`src/rtl/mc_seq_pkg.sv`:
```
package mc_seq_pkg;
  localparam int STEP_W = 4;
  localparam int OPC_W  = 6;

  typedef enum logic [STEP_W-1:0] {
    ST_FETCH  = 4'd0,
    ST_DECODE = 4'd1,
    ST_ADDR   = 4'd2,
    ST_LDMEM  = 4'd3,
    ST_LDWB   = 4'd4,
    ST_STMEM  = 4'd5,
    ST_EXEC   = 4'd6,
    ST_RWB    = 4'd7,
    ST_BRANCH = 4'd8,
    ST_JUMP   = 4'd9
  } step_e;

  localparam logic [OPC_W-1:0] OPC_RTYPE = 6'b000000;
  localparam logic [OPC_W-1:0] OPC_LOAD  = 6'b100011;
  localparam logic [OPC_W-1:0] OPC_STORE = 6'b101011;
  localparam logic [OPC_W-1:0] OPC_BEQ   = 6'b000100;
  localparam logic [OPC_W-1:0] OPC_JUMP  = 6'b000010;

  typedef struct packed {
    logic       mem_rd;
    logic       mem_wr;
    logic       addr_sel;
    logic       ir_we;
    logic       pc_we;
    logic       pc_we_cond;
    logic [1:0] pc_src;
    logic       alu_a_sel;
    logic [1:0] alu_b_sel;
    logic [1:0] alu_op;
    logic       rf_we;
    logic       rf_dst_sel;
    logic       rf_wdata_sel;
  } ctrl_t;
endpackage

```
`src/rtl/mc_seq_next.sv`:
```
module mc_seq_next
  import mc_seq_pkg::*;
(
  input  step_e             cur,
  input  logic [OPC_W-1:0]  opcode,
  output step_e             nxt
);
  always_comb begin
    nxt = ST_FETCH;
    unique case (cur)
      ST_FETCH:  nxt = ST_DECODE;
      ST_DECODE: begin
        if (opcode == OPC_LOAD || opcode == OPC_STORE) nxt = ST_ADDR;
        else if (opcode == OPC_RTYPE)                  nxt = ST_EXEC;
        else if (opcode == OPC_BEQ)                    nxt = ST_BRANCH;
        else if (opcode == OPC_JUMP)                   nxt = ST_JUMP;
        else                                           nxt = ST_FETCH;
      end
      ST_ADDR:   nxt = (opcode == OPC_STORE) ? ST_STMEM : ST_LDMEM;
      ST_LDMEM:  nxt = ST_LDWB;
      ST_EXEC:   nxt = ST_RWB;
      default:   nxt = ST_FETCH;
    endcase
  end
endmodule

```
`src/rtl/mc_seq_decode.sv`:
```
module mc_seq_decode
  import mc_seq_pkg::*;
(
  input  step_e st,
  output ctrl_t ctrl
);
  always_comb begin
    ctrl = '0;
    case (st)
      ST_FETCH: begin
        ctrl.mem_rd    = 1'b1;
        ctrl.ir_we     = 1'b1;
        ctrl.pc_we     = 1'b1;
        ctrl.alu_b_sel = 2'b01;
      end
      ST_DECODE: ctrl.alu_b_sel = 2'b11;
      ST_ADDR: begin
        ctrl.alu_a_sel = 1'b1;
        ctrl.alu_b_sel = 2'b10;
      end
      ST_LDMEM: begin
        ctrl.mem_rd   = 1'b1;
        ctrl.addr_sel = 1'b1;
      end
      ST_LDWB: begin
        ctrl.rf_we        = 1'b1;
        ctrl.rf_wdata_sel = 1'b1;
      end
      ST_STMEM: begin
        ctrl.mem_wr   = 1'b1;
        ctrl.addr_sel = 1'b1;
      end
      ST_EXEC: begin
        ctrl.alu_a_sel = 1'b1;
        ctrl.alu_op    = 2'b10;
      end
      ST_RWB: begin
        ctrl.rf_we      = 1'b1;
        ctrl.rf_dst_sel = 1'b1;
      end
      ST_BRANCH: begin
        ctrl.alu_a_sel  = 1'b1;
        ctrl.alu_op     = 2'b01;
        ctrl.pc_we_cond = 1'b1;
        ctrl.pc_src     = 2'b01;
      end
      ST_JUMP: begin
        ctrl.pc_we  = 1'b1;
        ctrl.pc_src = 2'b10;
      end
      default: ctrl = '0;
    endcase
  end
endmodule

```
`src/rtl/mc_seq_ctrl.sv`:
```
module mc_seq_ctrl
  import mc_seq_pkg::*;
(
  input  logic             clk,
  input  logic             rst,
  input  logic [OPC_W-1:0] opcode,
  output logic             mem_rd,
  output logic             mem_wr,
  output logic             addr_sel,
  output logic             ir_we,
  output logic             pc_we,
  output logic             pc_we_cond,
  output logic [1:0]       pc_src,
  output logic             alu_a_sel,
  output logic [1:0]       alu_b_sel,
  output logic [1:0]       alu_op,
  output logic             rf_we,
  output logic             rf_dst_sel,
  output logic             rf_wdata_sel,
  output logic [STEP_W-1:0] step
);
  step_e state_q, nxt, target;
  ctrl_t ctrl_q, ctrl_d;

  mc_seq_next u_next (.cur(state_q), .opcode(opcode), .nxt(nxt));

  assign target = rst ? ST_FETCH : nxt;

  mc_seq_decode u_dec (.st(target), .ctrl(ctrl_d));

  always_ff @(posedge clk) begin
    state_q <= target;
    ctrl_q  <= ctrl_d;
  end

  assign mem_rd       = ctrl_q.mem_rd;
  assign mem_wr       = ctrl_q.mem_wr;
  assign addr_sel     = ctrl_q.addr_sel;
  assign ir_we        = ctrl_q.ir_we;
  assign pc_we        = ctrl_q.pc_we;
  assign pc_we_cond   = ctrl_q.pc_we_cond;
  assign pc_src       = ctrl_q.pc_src;
  assign alu_a_sel    = ctrl_q.alu_a_sel;
  assign alu_b_sel    = ctrl_q.alu_b_sel;
  assign alu_op       = ctrl_q.alu_op;
  assign rf_we        = ctrl_q.rf_we;
  assign rf_dst_sel   = ctrl_q.rf_dst_sel;
  assign rf_wdata_sel = ctrl_q.rf_wdata_sel;
  assign step         = state_q;

  a_r1_reset_to_fetch: assert property (@(posedge clk) rst |=> (step == 4'd0 && ir_we));
  a_r2_fetch_then_decode: assert property (@(posedge clk) disable iff (rst)
    (step == 4'd0) |=> (step == 4'd1));
  a_r4_load_writeback: assert property (@(posedge clk) disable iff (rst)
    (step == 4'd3) |=> (step == 4'd4 && rf_we && rf_wdata_sel));
  a_r7_branch_returns: assert property (@(posedge clk) disable iff (rst)
    (step == 4'd8) |=> (step == 4'd0));
  a_r9_unknown_op: assert property (@(posedge clk) disable iff (rst)
    (step == 4'd1 && opcode != OPC_RTYPE && opcode != OPC_LOAD && opcode != OPC_STORE
     && opcode != OPC_BEQ && opcode != OPC_JUMP) |=> (step == 4'd0));
  a_r10_mem_exclusive: assert property (@(posedge clk) disable iff (rst)
    !(mem_rd && mem_wr));
  a_r10_rf_we_steps: assert property (@(posedge clk) disable iff (rst)
    rf_we |-> (step == 4'd4 || step == 4'd7));
endmodule

```
`config.mk`:
```
export PLATFORM = sky130hd
export DESIGN_NAME = mc_seq_ctrl
export DESIGN_NICKNAME = d
export VERILOG_FILES = /design/src/rtl/mc_seq_pkg.sv /design/src/rtl/mc_seq_next.sv /design/src/rtl/mc_seq_decode.sv /design/src/rtl/mc_seq_ctrl.sv
export SDC_FILE = /design/constraint.sdc
export NUM_CORES = 1
export LEC_CHECK = 0
export BUFFER_PORTS_ARGS = -buffer_cell sky130_fd_sc_hd__buf_2
export CORE_MARGIN = 5
export CORE_UTILIZATION = 40
export DETAILED_ROUTE_END_ITERATION = 10
export PLACE_DENSITY = 0.77
export SYNTH_ARGS = -nofsm -noshare
export SYNTH_HDL_FRONTEND = slang
export SYNTH_SLANG_ARGS = --single-unit
```
`constraint.sdc`:
```
create_clock -name clk -period 2.87 [get_ports clk]
set_clock_uncertainty 0.2 [all_clocks]
set_input_delay 0.574 -clock clk [delete_from_list [all_inputs] [get_ports clk]]
set_output_delay 0.574 -clock clk [all_outputs]
set_load 0.1 [all_outputs]
```
# Yosys cells after proc, flatten, opt, wreduce, memory -nomap -nowiden
# Cells that the tools add are included.
[word_totals]
reg_bits = 20
in_bits = 8
out_inout_bits = 20
word_cells = 60
[op_classes]
n_eq_ne = 17
mux = 20
n_reduce_logical = 9
[op_table]
columns = ["operator", "count"]
rows = [
  ["equality test 4 x 3 -> 1 bit (second input constant)", 5],
  ["2-to-1 mux 4 bit", 5],
  ["case mux 4 bit (5 select lines)", 1],
  ["equality test 4 x 2 -> 1 bit (second input constant)", 4],
  ["equality test 6 bit (second input constant)", 2],
  ["2-to-1 mux 1 bit", 10],
  ["equality test 4 x 1 -> 1 bit (second input constant)", 2],
  ["equality test 4 bit (second input constant)", 2],
  ["zero test 4 bit", 2],
  ["case mux 2 bit (2 select lines)", 2],
  ["OR reduction 2 bit", 4],
  ["equality test 6 x 2 -> 1 bit (second input constant)", 1],
  ["equality test 6 x 3 -> 1 bit (second input constant)", 1],
  ["zero test 6 bit", 1],
  ["case mux 2 bit (3 select lines)", 1],
  ["2-to-1 mux 3 bit", 1],
  ["OR reduction 3 bit", 1],
  ["logical OR 1 bit", 1],
]

# Logic depth before layout (Yosys ltp)
# Gate-level depths: netlist of the first run.
[depth]
ltp_word = 10
mapped_depth = 6
ltp_nobuf = 5

# Modules after synthesis
# A second synthesis of the first run with hierarchy kept.
[hier_totals]
hier_cells = 76
area_unflattened_um2 = 789.5
[by_module_without_submodules]
columns = ["module", "instances", "cells_each", "area_each_um2", "seq_area_each_um2"]
rows = [
  ["mc_seq_ctrl", 1, 24, 425.4, 400.4],
  ["mc_seq_next", 1, 25, 183.9, 0.0],
  ["mc_seq_decode", 1, 27, 180.2, 0.0],
]

# Worst setup path before layout of the first run
# OpenSTA, ideal clock, no wires.
[synth_path]
path_type = "reg-to-reg"
from = "reg state_q[1] (netlist: step[1])"
to = "reg ctrl_q, in the netlist pc_we"
setup_ps = 66
arrival_time_ps = 2213
required_time_ps = 2604
setup_slack_ps = 391
path_stages_with_launch = 6
path_buffers = 0
period_less_slack_ps = 2479
cell_sequence = "dfxtp_1 inv_1 a2111oi_4 a41oi_4 or3_4 a21oi_2"
[synth_rtl]
columns = ["item", "line_no", "source"]
rows = [
  ["from (decl)", "mc_seq_ctrl.sv:22", "step_e state_q, nxt, target;"],
  ["from (signal assigned)", "mc_seq_ctrl.sv:32", "state_q <= target;"],
  ["to (signal assigned)", "mc_seq_ctrl.sv:33", "ctrl_q <= ctrl_d;"],
  ["to (decl)", "mc_seq_ctrl.sv:23", "ctrl_t ctrl_q, ctrl_d;"],
]

# Final worst setup path of the first run
[layout_path]
from = "reg state_q[3] (netlist: step[3])"
to = "out step[3]"
[layout_rtl]
columns = ["item", "line_no", "source"]
rows = [
  ["to (decl)", "mc_seq_ctrl.sv:20", "output logic [STEP_W-1:0] step"],
]
# No word-level cell between the ends.

==> flow_metrics.env, run 1 <==
export IMPL_grt_max_degree=11
export IMPL_diodes=0
export IMPL_viasPerCell=5.27
export IMPL_overflow=0
export IMPL_synth_xor_area_frac=0.0110
export IMPL_hpwlAfterDp_mm=1.30
export IMPL_status="finished, final reports clean"
export IMPL_drive_gt1_frac=0.423
export IMPL_numCtsBuffers=3
export IMPL_ioPinCount=28
export IMPL_routabilityCongestion=0.926
export IMPL_finalPower_mw=0.518
export IMPL_synth_adder_area_share=0
export IMPL_fin_ws_ns=0.725
export IMPL_dr_pass1_iters=4
export IMPL_finalSetupViolCount=0
export IMPL_root_buffer="clkbuf_4"
export IMPL_cts_hold_buf=0
export IMPL_clkSinkCount=18
export IMPL_placed_cells=127
export IMPL_cp_max_fo=9
export IMPL_synth_area_um2=793
export IMPL_setup_worst_path_start="step[3]"
export IMPL_ir_drop_v=0.000218
export IMPL_core_area_mm2=0.00192
export IMPL_antenna_found_initial=0
export IMPL_wl_per_cell_um=12.7
export IMPL_synthFlopType="dfxtp_1"
export IMPL_holdCritPathClass="input port to flip-flop"
export IMPL_largest_reg_flops=4
export IMPL_clock_latency_ns=0.29
export IMPL_synth_async_reset_ratio=0
export IMPL_synth_top_area_share=0.454
export IMPL_synth_edf_count=0
export IMPL_area_growth_syn_to_layout_pct=23.0
export IMPL_post_cts_buffers=0
export IMPL_relSlewSlack=0.676
export IMPL_min_delay_start="rst"
export IMPL_clockBufferDepth=2
export IMPL_cp_num_buf_inv=1
export IMPL_maxSlewViolCount=0
export IMPL_synth_seq_area_share=0.454
export IMPL_ys_seq_elements=18
export IMPL_max_freq_mhz=466
export IMPL_synth_simple_area_share=0.218
export IMPL_avgSynthCellArea_um2=10.4
export IMPL_rsz0062_at_grt="false"
export IMPL_cp_top_family="flip-flops"
export IMPL_critical_path_class="flip-flop to primary output"
export IMPL_design_area_um2=976
export IMPL_synth_compound_area_frac=0.260
export IMPL_final_min_clock_period_ns=2.14
export IMPL_die_w_um=54.5
export IMPL_hold_violations=0
export IMPL_crit_path_end_kind="primary output"
export IMPL_worstMarginPinSlew_ns=0.489
export IMPL_placed_cell_area_um2=940
export IMPL_wl_mm=1.67
export IMPL_setup_tns_ns=0
export IMPL_syn_inst=76
export IMPL_crit_slowest_cell="dfxtp_1"
export IMPL_synth_top_family_by_area="compound AO/OA/AOI/OAI gates"
export IMPL_cts_tree="yes"
export IMPL_htreeDepth=1
export IMPL_fin_util=0.508
export IMPL_synth_cell_type_count=37
export IMPL_powerDensity_mw_per_mm2=530
export IMPL_hold_ws_ns=0.388
export IMPL_synth_nets=84
export IMPL_first_iter_violations=27
export IMPL_place_ws_ns=0.547
export IMPL_grt_pass1_wl_mm=2.77
export IMPL_path_cells="buf_2"
export IMPL_p_leak_nw=0.467
export IMPL_drc_errors=0
export IMPL_synth_largest_area_cell="dfxtp_1"
export IMPL_dr_total_vias=690
export IMPL_rows=16
export IMPL_cpPeakStageDelay_ns=0.58
export IMPL_track_usage=0.127
export IMPL_worstReg2RegStart="step[3]"
export IMPL_synthTopCellsByCount="dfxtp_1 (18), nor2_1 (9), inv_1 (6)"
export IMPL_synth_area_leaders="dfxtp_1 (45%), nor2_1 (4.3%), a2111oi_4 (3.5%)"
export IMPL_antenna_left=0
export IMPL_grt_pass1_vias=666
export IMPL_fin_cells=131
export IMPL_final_nets=113
export IMPL_cap_viol_max_count=0
export IMPL_finalCritPeriodShare=0.747
export IMPL_io_buffers=27
export IMPL_synth_most_common_cell="dfxtp_1"
export IMPL_clk_pin_slew_ns=0.09
export IMPL_arrival_ns=1.37
export IMPL_muxShareOfSynthArea=0
export IMPL_start_kind="flip-flop"
export IMPL_dieArea_mm2=0.00297
export IMPL_required_ns=2.10
export IMPL_start_util=0.413
export IMPL_die_h_um=54.5
export IMPL_ys_warn_count=0
export IMPL_cts_resized=0
[worst reg2reg max path: stages, from the launching register on]
cell and delay [ns]:
dfxtp_1 0.44, nor2_1 0.32, a21boi_0 0.27, o211ai_2 0.23
nor2b_1 0.21, a21o_1 0.18
[layout by cell type (no fill, tap or decap), types with 2 or more instances in the layout]
cell type / n
a21oi_1: 3
buf_2: 27
clkbuf_4: 3
dfxtp_1: 18
inv_1: 6
nand2_1: 2
nand2b_1: 3
nor2_1: 9
nor4_1: 2
o21ai_0: 2
[kinds of logic after synthesis]
logic type,count (synthesis)
xor+xnor,1
compound gates,21
flops,18
simple gates,27
buf+inv,9
[worst paths after layout]
kind                   to  slack, ns  depth (start not counted)
max               step[3]       0.73                          1
min            rf_dst_sel       0.39                          2
max reg2reg  alu_b_sel[1]       0.93                          5
min reg2reg    rf_dst_sel       0.41                          2
[layer usage]
layer	share of wire	GRT usage	up-vias
li1	-	-	334
met1	0.36	0.143	322
met2	0.56	0.233	32
met3	0.074	0.0272	2
met4	0.0078	0.0456	0
met5	0	0	-
[cell type report]
type,count,area (um2)
Multi-Input combinational cell,49,388
Tap cell,27,33.8
Fill cell,184,946
Inverter,6,22.5
Sequential cell,18,360
Clock buffer,4,36.3
Timing Repair Buffer,27,135
[power by group]
| group | switching (mW) | total, mW | leakage, nW | internal (mW) |
|---|---|---|---|---|
| clock | 0.0722 | 0.149 | 0.0210 | 0.0772 |
| combinational | 0.0820 | 0.105 | 0.299 | 0.0232 |
| sequential | 0.00578 | 0.263 | 0.147 | 0.257 |
| total | 0.160 | 0.518 | 0.467 | 0.357 |
Power figures use the tool's default switching activity.
==> inputs of run 2 (changes only) <==
--- a/config.mk
+++ b/config.mk
@@ -5,6 +5,7 @@
 export SDC_FILE = /design/constraint.sdc
 export NUM_CORES = 1
 export LEC_CHECK = 0
+export ABC_AREA = 1
 export BUFFER_PORTS_ARGS = -buffer_cell sky130_fd_sc_hd__buf_2
 export CORE_MARGIN = 5
 export CORE_UTILIZATION = 40
==> constraint.sdc (replaced) <==
create_clock -name clk -period 2.07 [get_ports clk]
set_clock_uncertainty 0.2 [all_clocks]
set_input_delay 0.414 -clock clk [delete_from_list [all_inputs] [get_ports clk]]
set_output_delay 0.414 -clock clk [all_outputs]
set_load 0.1 [all_outputs]
==> run 2 against run 1 <==
Power is 30% higher. Area after synthesis is 5.7% higher. Global-route usage is 1.9 points lower. Sequential cell count stayed put. Cell area is 4.2% higher. Die area is 4.6% higher. Register-to-register slack worse by 0.37 ns. Highest routed layer is now met3.
==> flow_metrics.env, run 2 <==
export IMPL_root_buffer="clkbuf_4"
export IMPL_wl_per_cell_um=9.89
export IMPL_largest_reg_flops=4
export IMPL_synth_nets=113
export IMPL_antenna_left=0
export IMPL_clkSinkCount=18
export IMPL_dr_pass1_iters=4
export IMPL_core_area_mm2=0.00198
export IMPL_synth_area_um2=838
export IMPL_synth_async_reset_ratio=0
export IMPL_first_iter_violations=9
export IMPL_placed_cells=157
export IMPL_grt_pass1_wl_mm=2.77
export IMPL_maxSlewViolCount=0
export IMPL_cpPeakStageDelay_ns=0.46
export IMPL_track_usage=0.108
export IMPL_grt_pass1_vias=656
export IMPL_drive_gt1_frac=0.496
export IMPL_finalSetupViolCount=0
export IMPL_fill_cells=201
export IMPL_wl_mm=1.58
export IMPL_clk_pin_slew_ns=0.08
export IMPL_setup_tns_ns=0
export IMPL_critical_path_class="flip-flop to primary output"
export IMPL_ir_drop_v=0.000639
export IMPL_die_h_um=55.8
export IMPL_cp_max_fo=4
export IMPL_fin_ws_ns=0.324
export IMPL_syn_inst=105
export IMPL_synthTopCellsByCount="nand2_1 (19), dfxtp_1 (18), inv_1 (14), nor2_1 (13)"
export IMPL_synth_cell_type_count=19
export IMPL_dieArea_mm2=0.00311
export IMPL_relSlewSlack=0.675
export IMPL_final_min_clock_period_ns=1.75
export IMPL_required_ns=1.46
export IMPL_die_w_um=55.8
export IMPL_start_kind="flip-flop"
export IMPL_start_util=0.423
export IMPL_worstMarginPinSlew_ns=0.490
export IMPL_synth_area_leaders="dfxtp_1 (43%), nand2_1 (8.5%), inv_1 (6.3%)"
export IMPL_ioPinCount=28
export IMPL_avgSynthCellArea_um2=7.98
export IMPL_hold_violations=0
export IMPL_htreeDepth=1
export IMPL_fin_cells=160
export IMPL_rsz0062_at_grt="false"
export IMPL_clockBufferDepth=2
export IMPL_crit_slowest_cell="buf_2"
export IMPL_viasPerCell=4.39
export IMPL_arrival_ns=1.13
export IMPL_hpwlAfterDp_mm=1.37
export IMPL_post_cts_buffers=0
export IMPL_cp_num_buf_inv=1
export IMPL_powerDensity_mw_per_mm2=659
export IMPL_cts_tree="yes"
export IMPL_clock_latency_ns=0.28
export IMPL_ys_seq_elements=18
export IMPL_synthFlopType="dfxtp_1"
export IMPL_synth_most_common_cell="nand2_1"
export IMPL_rows=16
export IMPL_cp_top_family="buffers and inverters"
export IMPL_path_cells="buf_2"
export IMPL_max_freq_mhz=573
export IMPL_p_leak_nw=0.581
export IMPL_dr_total_vias=702
export IMPL_io_buffers=27
export IMPL_synth_edf_count=0
export IMPL_synth_top_area_share=0.430
export IMPL_cts_hold_buf=0
export IMPL_status="finished, final reports clean"
export IMPL_drc_errors=0
export IMPL_place_ws_ns=0.369
export IMPL_final_cell_mix="buf_2 (27), nand2_1 (19), dfxtp_1 (16)"
export IMPL_cts_resized=0
export IMPL_ys_warn_count=0
export IMPL_numCtsBuffers=3
export IMPL_synth_largest_area_cell="dfxtp_1"
export IMPL_antenna_found_initial=0
export IMPL_grt_max_degree=10
export IMPL_synth_seq_area_share=0.430
export IMPL_cap_viol_max_count=0
export IMPL_final_common_cell="buf_2"
export IMPL_area_growth_syn_to_layout_pct=21.3
export IMPL_holdCritPathClass="input port to flip-flop"
export IMPL_final_nets=143
export IMPL_finalCritPeriodShare=0.844
export IMPL_diodes=0
export IMPL_crit_path_end_kind="primary output"
export IMPL_overflow=0
export IMPL_routabilityCongestion=0.785
## run 2: power by group
group / switching, mW / total (mW) / leakage (nW) / internal [mW]
registers: 0.00421 / 0.361 / 0.147 / 0.357
logic: 0.120 / 0.150 / 0.420 / 0.0306
clock network: 0.0917 / 0.159 / 0.0138 / 0.0674
## run 2: kinds of logic after synthesis
kind of cell | share of synthesized area
simple gates | 0.378
compound gates | 0.0731
flops | 0.430
buf+inv | 0.119
## run 2: worst paths after layout
kind	cells past startpoint	start	slack (ns)	to
worst max register to register	10	step[0]	0.56	pc_we
worst min-delay path	4	rst	0.34	step[1]
worst max-delay path	1	step[3]	0.32	step[3]
worst min register to register	5	step[1]	0.56	step[0]
## run 2: layer usage
layer	up-vias	routed length, um	track usage
met5	-	0	0
met4	0	0	0.0208
met3	0	115	0.0487
met2	21	841	0.182
met1	313	624	0.126
li1	368	-	-
## run 2: final cells by class
class	instances	area (um2)	area share
clock buffer	3	22.5	0.0221
sequential	18	363	0.357
timing repair buffer	27	135	0.133
multi-input combinational	63	378	0.371
inverter	22	85.1	0.0836
tap	27	33.8	0.0332
## run 2: stage by stage
step | total power, mW | hold WS, ns | area [um2] | utilization
detailed placement | 0.520 | 0.571 | 995 | 0.502
global placement | 0.518 | 0.557 | 995 | 0.502
CTS | 0.677 | 0.333 | 1020 | 0.513
global route | 0.704 | 0.344 | 1020 | 0.513
finish | 0.670 | 0.338 | 1020 | 0.513
floorplan | 0.493 | 0.501 | 841 | -
==> inputs of run 3 (changes only) <==
--- a/config.mk
+++ b/config.mk
@@ -5,12 +5,12 @@
 export SDC_FILE = /design/constraint.sdc
 export NUM_CORES = 1
 export LEC_CHECK = 0
-export ABC_AREA = 1
+export ABC_AREA = 0
 export BUFFER_PORTS_ARGS = -buffer_cell sky130_fd_sc_hd__buf_2
 export CORE_MARGIN = 5
 export CORE_UTILIZATION = 40
 export DETAILED_ROUTE_END_ITERATION = 10
-export PLACE_DENSITY = 0.77
+export PLACE_DENSITY = 0.8
 export SYNTH_ARGS = -nofsm -noshare
 export SYNTH_HDL_FRONTEND = slang
 export SYNTH_SLANG_ARGS = --single-unit
==> constraint.sdc (replaced) <==
create_clock -name clk -period 1.5 [get_ports clk]
set_clock_uncertainty 0.2 [all_clocks]
set_input_delay 0.3 -clock clk [delete_from_list [all_inputs] [get_ports clk]]
set_output_delay 0.3 -clock clk [all_outputs]
set_load 0.1 [all_outputs]
==> run 3 against run 2 <==
The flow now finishes with violations (negative setup slack). Setup slack got worse by 0.67 ns. Critical path depth grew 6. Cell area up 72%. Die area shrank 4.4%. Power rose by 77%. Non-clock buffer count rose by 32. Critical endpoint is now alu_b_sel[1]. Largest cell class is now buffers. Largest power group unchanged. Highest routed layer is now met4.
==> flow_metrics.env, run 3 (synthesis results as in run 1) <==
export IMPL_cap_viol_max_count=0
export IMPL_area_growth_syn_to_layout_pct=121
export IMPL_start_util=0.413
export IMPL_numCtsBuffers=3
export IMPL_arrival_ns=1.91
export IMPL_ir_drop_v=0.000758
export IMPL_violations="negative setup slack"
export IMPL_grt_pass1_wl_mm=5.35
export IMPL_placed_cell_area_mm2=0.00145
export IMPL_start_kind="flip-flop"
export IMPL_cts_hold_buf=0
export IMPL_antenna_found_initial=0
export IMPL_track_usage=0.270
export IMPL_grt_pass1_vias=1003
export IMPL_rows=16
export IMPL_viasPerCell=5.92
export IMPL_fin_cells=163
export IMPL_finalPower_mw=1.19
export IMPL_largest_reg_flops=4
export IMPL_relSlewSlack=0.684
export IMPL_antenna_left=0
export IMPL_rsz0062_at_grt="true"
export IMPL_grt_max_degree=11
export IMPL_finalCritPeriodShare=1.23
export IMPL_critical_path_class="flip-flop to flip-flop"
export IMPL_finalSetupViolCount=20
export IMPL_hold_ws_ns=0.188
export IMPL_placed_cells=148
export IMPL_powerDensity_mw_per_mm2=680
export IMPL_ioPinCount=28
export IMPL_overflow=0
export IMPL_clk_pin_slew_ns=0.11
export IMPL_crit_path_end_kind="flip-flop"
export IMPL_clockBufferDepth=2
export IMPL_routabilityCongestion=0.850
export IMPL_hpwlAfterDp_mm=2.05
export IMPL_clkSinkCount=18
export IMPL_die_h_um=54.5
export IMPL_p_leak_nw=0.760
export IMPL_io_buffers=27
export IMPL_required_ns=1.57
export IMPL_layout_area_seq_um2=379
export IMPL_dr_total_vias=965
export IMPL_diodes=0
export IMPL_max_freq_mhz=542
export IMPL_hold_violations=0
export IMPL_fin_ws_ns=-0.346
export IMPL_htreeDepth=1
export IMPL_cts_tree="yes"
export IMPL_final_common_cell="buf_4"
export IMPL_drc_errors=0
export IMPL_final_cell_mix="buf_4 (22), buf_12 (21), dfxtp_1 (13)"
export IMPL_design_area_mm2=0.00175
export IMPL_clock_latency_ns=0.32
export IMPL_core_area_mm2=0.00192
export IMPL_maxSlewViolCount=0
export IMPL_drive_gt1_frac=0.750
export IMPL_status="finished, violations left"
export IMPL_final_nets=145
export IMPL_dieArea_mm2=0.00297
export IMPL_root_buffer="clkbuf_4"
export IMPL_wl_mm=4.10
export IMPL_dr_pass1_iters=4
export IMPL_first_iter_violations=30
export IMPL_cp_max_fo=6
export IMPL_fill_cells=69
export IMPL_holdCritPathClass="input port to flip-flop"
export IMPL_final_min_clock_period_ns=1.85
export IMPL_multi_input_area_um2=556
export IMPL_die_w_um=54.5
export IMPL_place_ws_ns=-0.372
export IMPL_worstMarginPinSlew_ns=0.470
export IMPL_wl_per_cell_um=25.2
-- run 3: changes by cell type in the layout (fill, tap and decap cells not counted), sizes merged, moves of 3 or more --
cell    before  now
buf         27   59
nand2       27    3
inv         22    6
nor2        20    9
nand3        9    1
nand2b       0    3
-- run 3: repair_timing --
action,4_1_cts,5_1_grt
pin swaps,6,4
setup buffers,8,4
endpoints found under the hold margin,0,0
endpoints found under the setup margin,19,20
gates resized for setup,21,14
-- run 3: path summary, 6_finish.rpt --
| kind | startpoint | to | cells past startpoint | slack [ns] |
|---|---|---|---|---|
| hold reg to reg | step[2] | rf_dst_sel | 3 | 0.49 |
| hold / removal | rst | rf_dst_sel | 3 | 0.19 |
| setup / recovery | step[1] | alu_b_sel[1] | 7 | -0.35 |
| setup reg to reg | step[1] | alu_b_sel[1] | 7 | -0.35 |
-- run 3: layout make-up --
cell class	instances	area share
well taps	27	0.0193
inverters	6	0.0129
repair buffers	59	0.413
clock buffers	4	0.0207
flip-flops and latches	18	0.217
multi-input cells	49	0.318
-- run 3: metal layers --
metal / share of wire / vias up / GRT usage
li1: - / 396 / -
met1: 0.38 / 481 / 0.304
met2: 0.50 / 63 / 0.444
met3: 0.050 / 25 / 0.0381
met4: 0.073 / 0 / 0.228
met5: 0 / - / 0
-- run 3: power by group --
group | switching [mW] | internal [mW] | total, mW
registers | 0.0191 | 0.486 | 0.505
clock network | 0.179 | 0.149 | 0.328
logic | 0.212 | 0.144 | 0.356
total | 0.410 | 0.779 | 1.19
-- run 3: critical path: stages (launching register included) --
cell,delay [ns]
dfxtp_4,0.38
buf_6,0.14
o21a_1,0.14
a31o_4,0.24
buf_4,0.14
o21ai_0,0.26
o211a_1,0.19
a21o_1,0.10
-- run 3: metrics by stage --
step                 util  TNS, ns
finish              0.910    -3.87
global route        0.910    -4.84
CTS                 0.860    -2.19
detailed placement  0.753    -4.50
global placement    0.753    -2.77
floorplan               -    -3.32
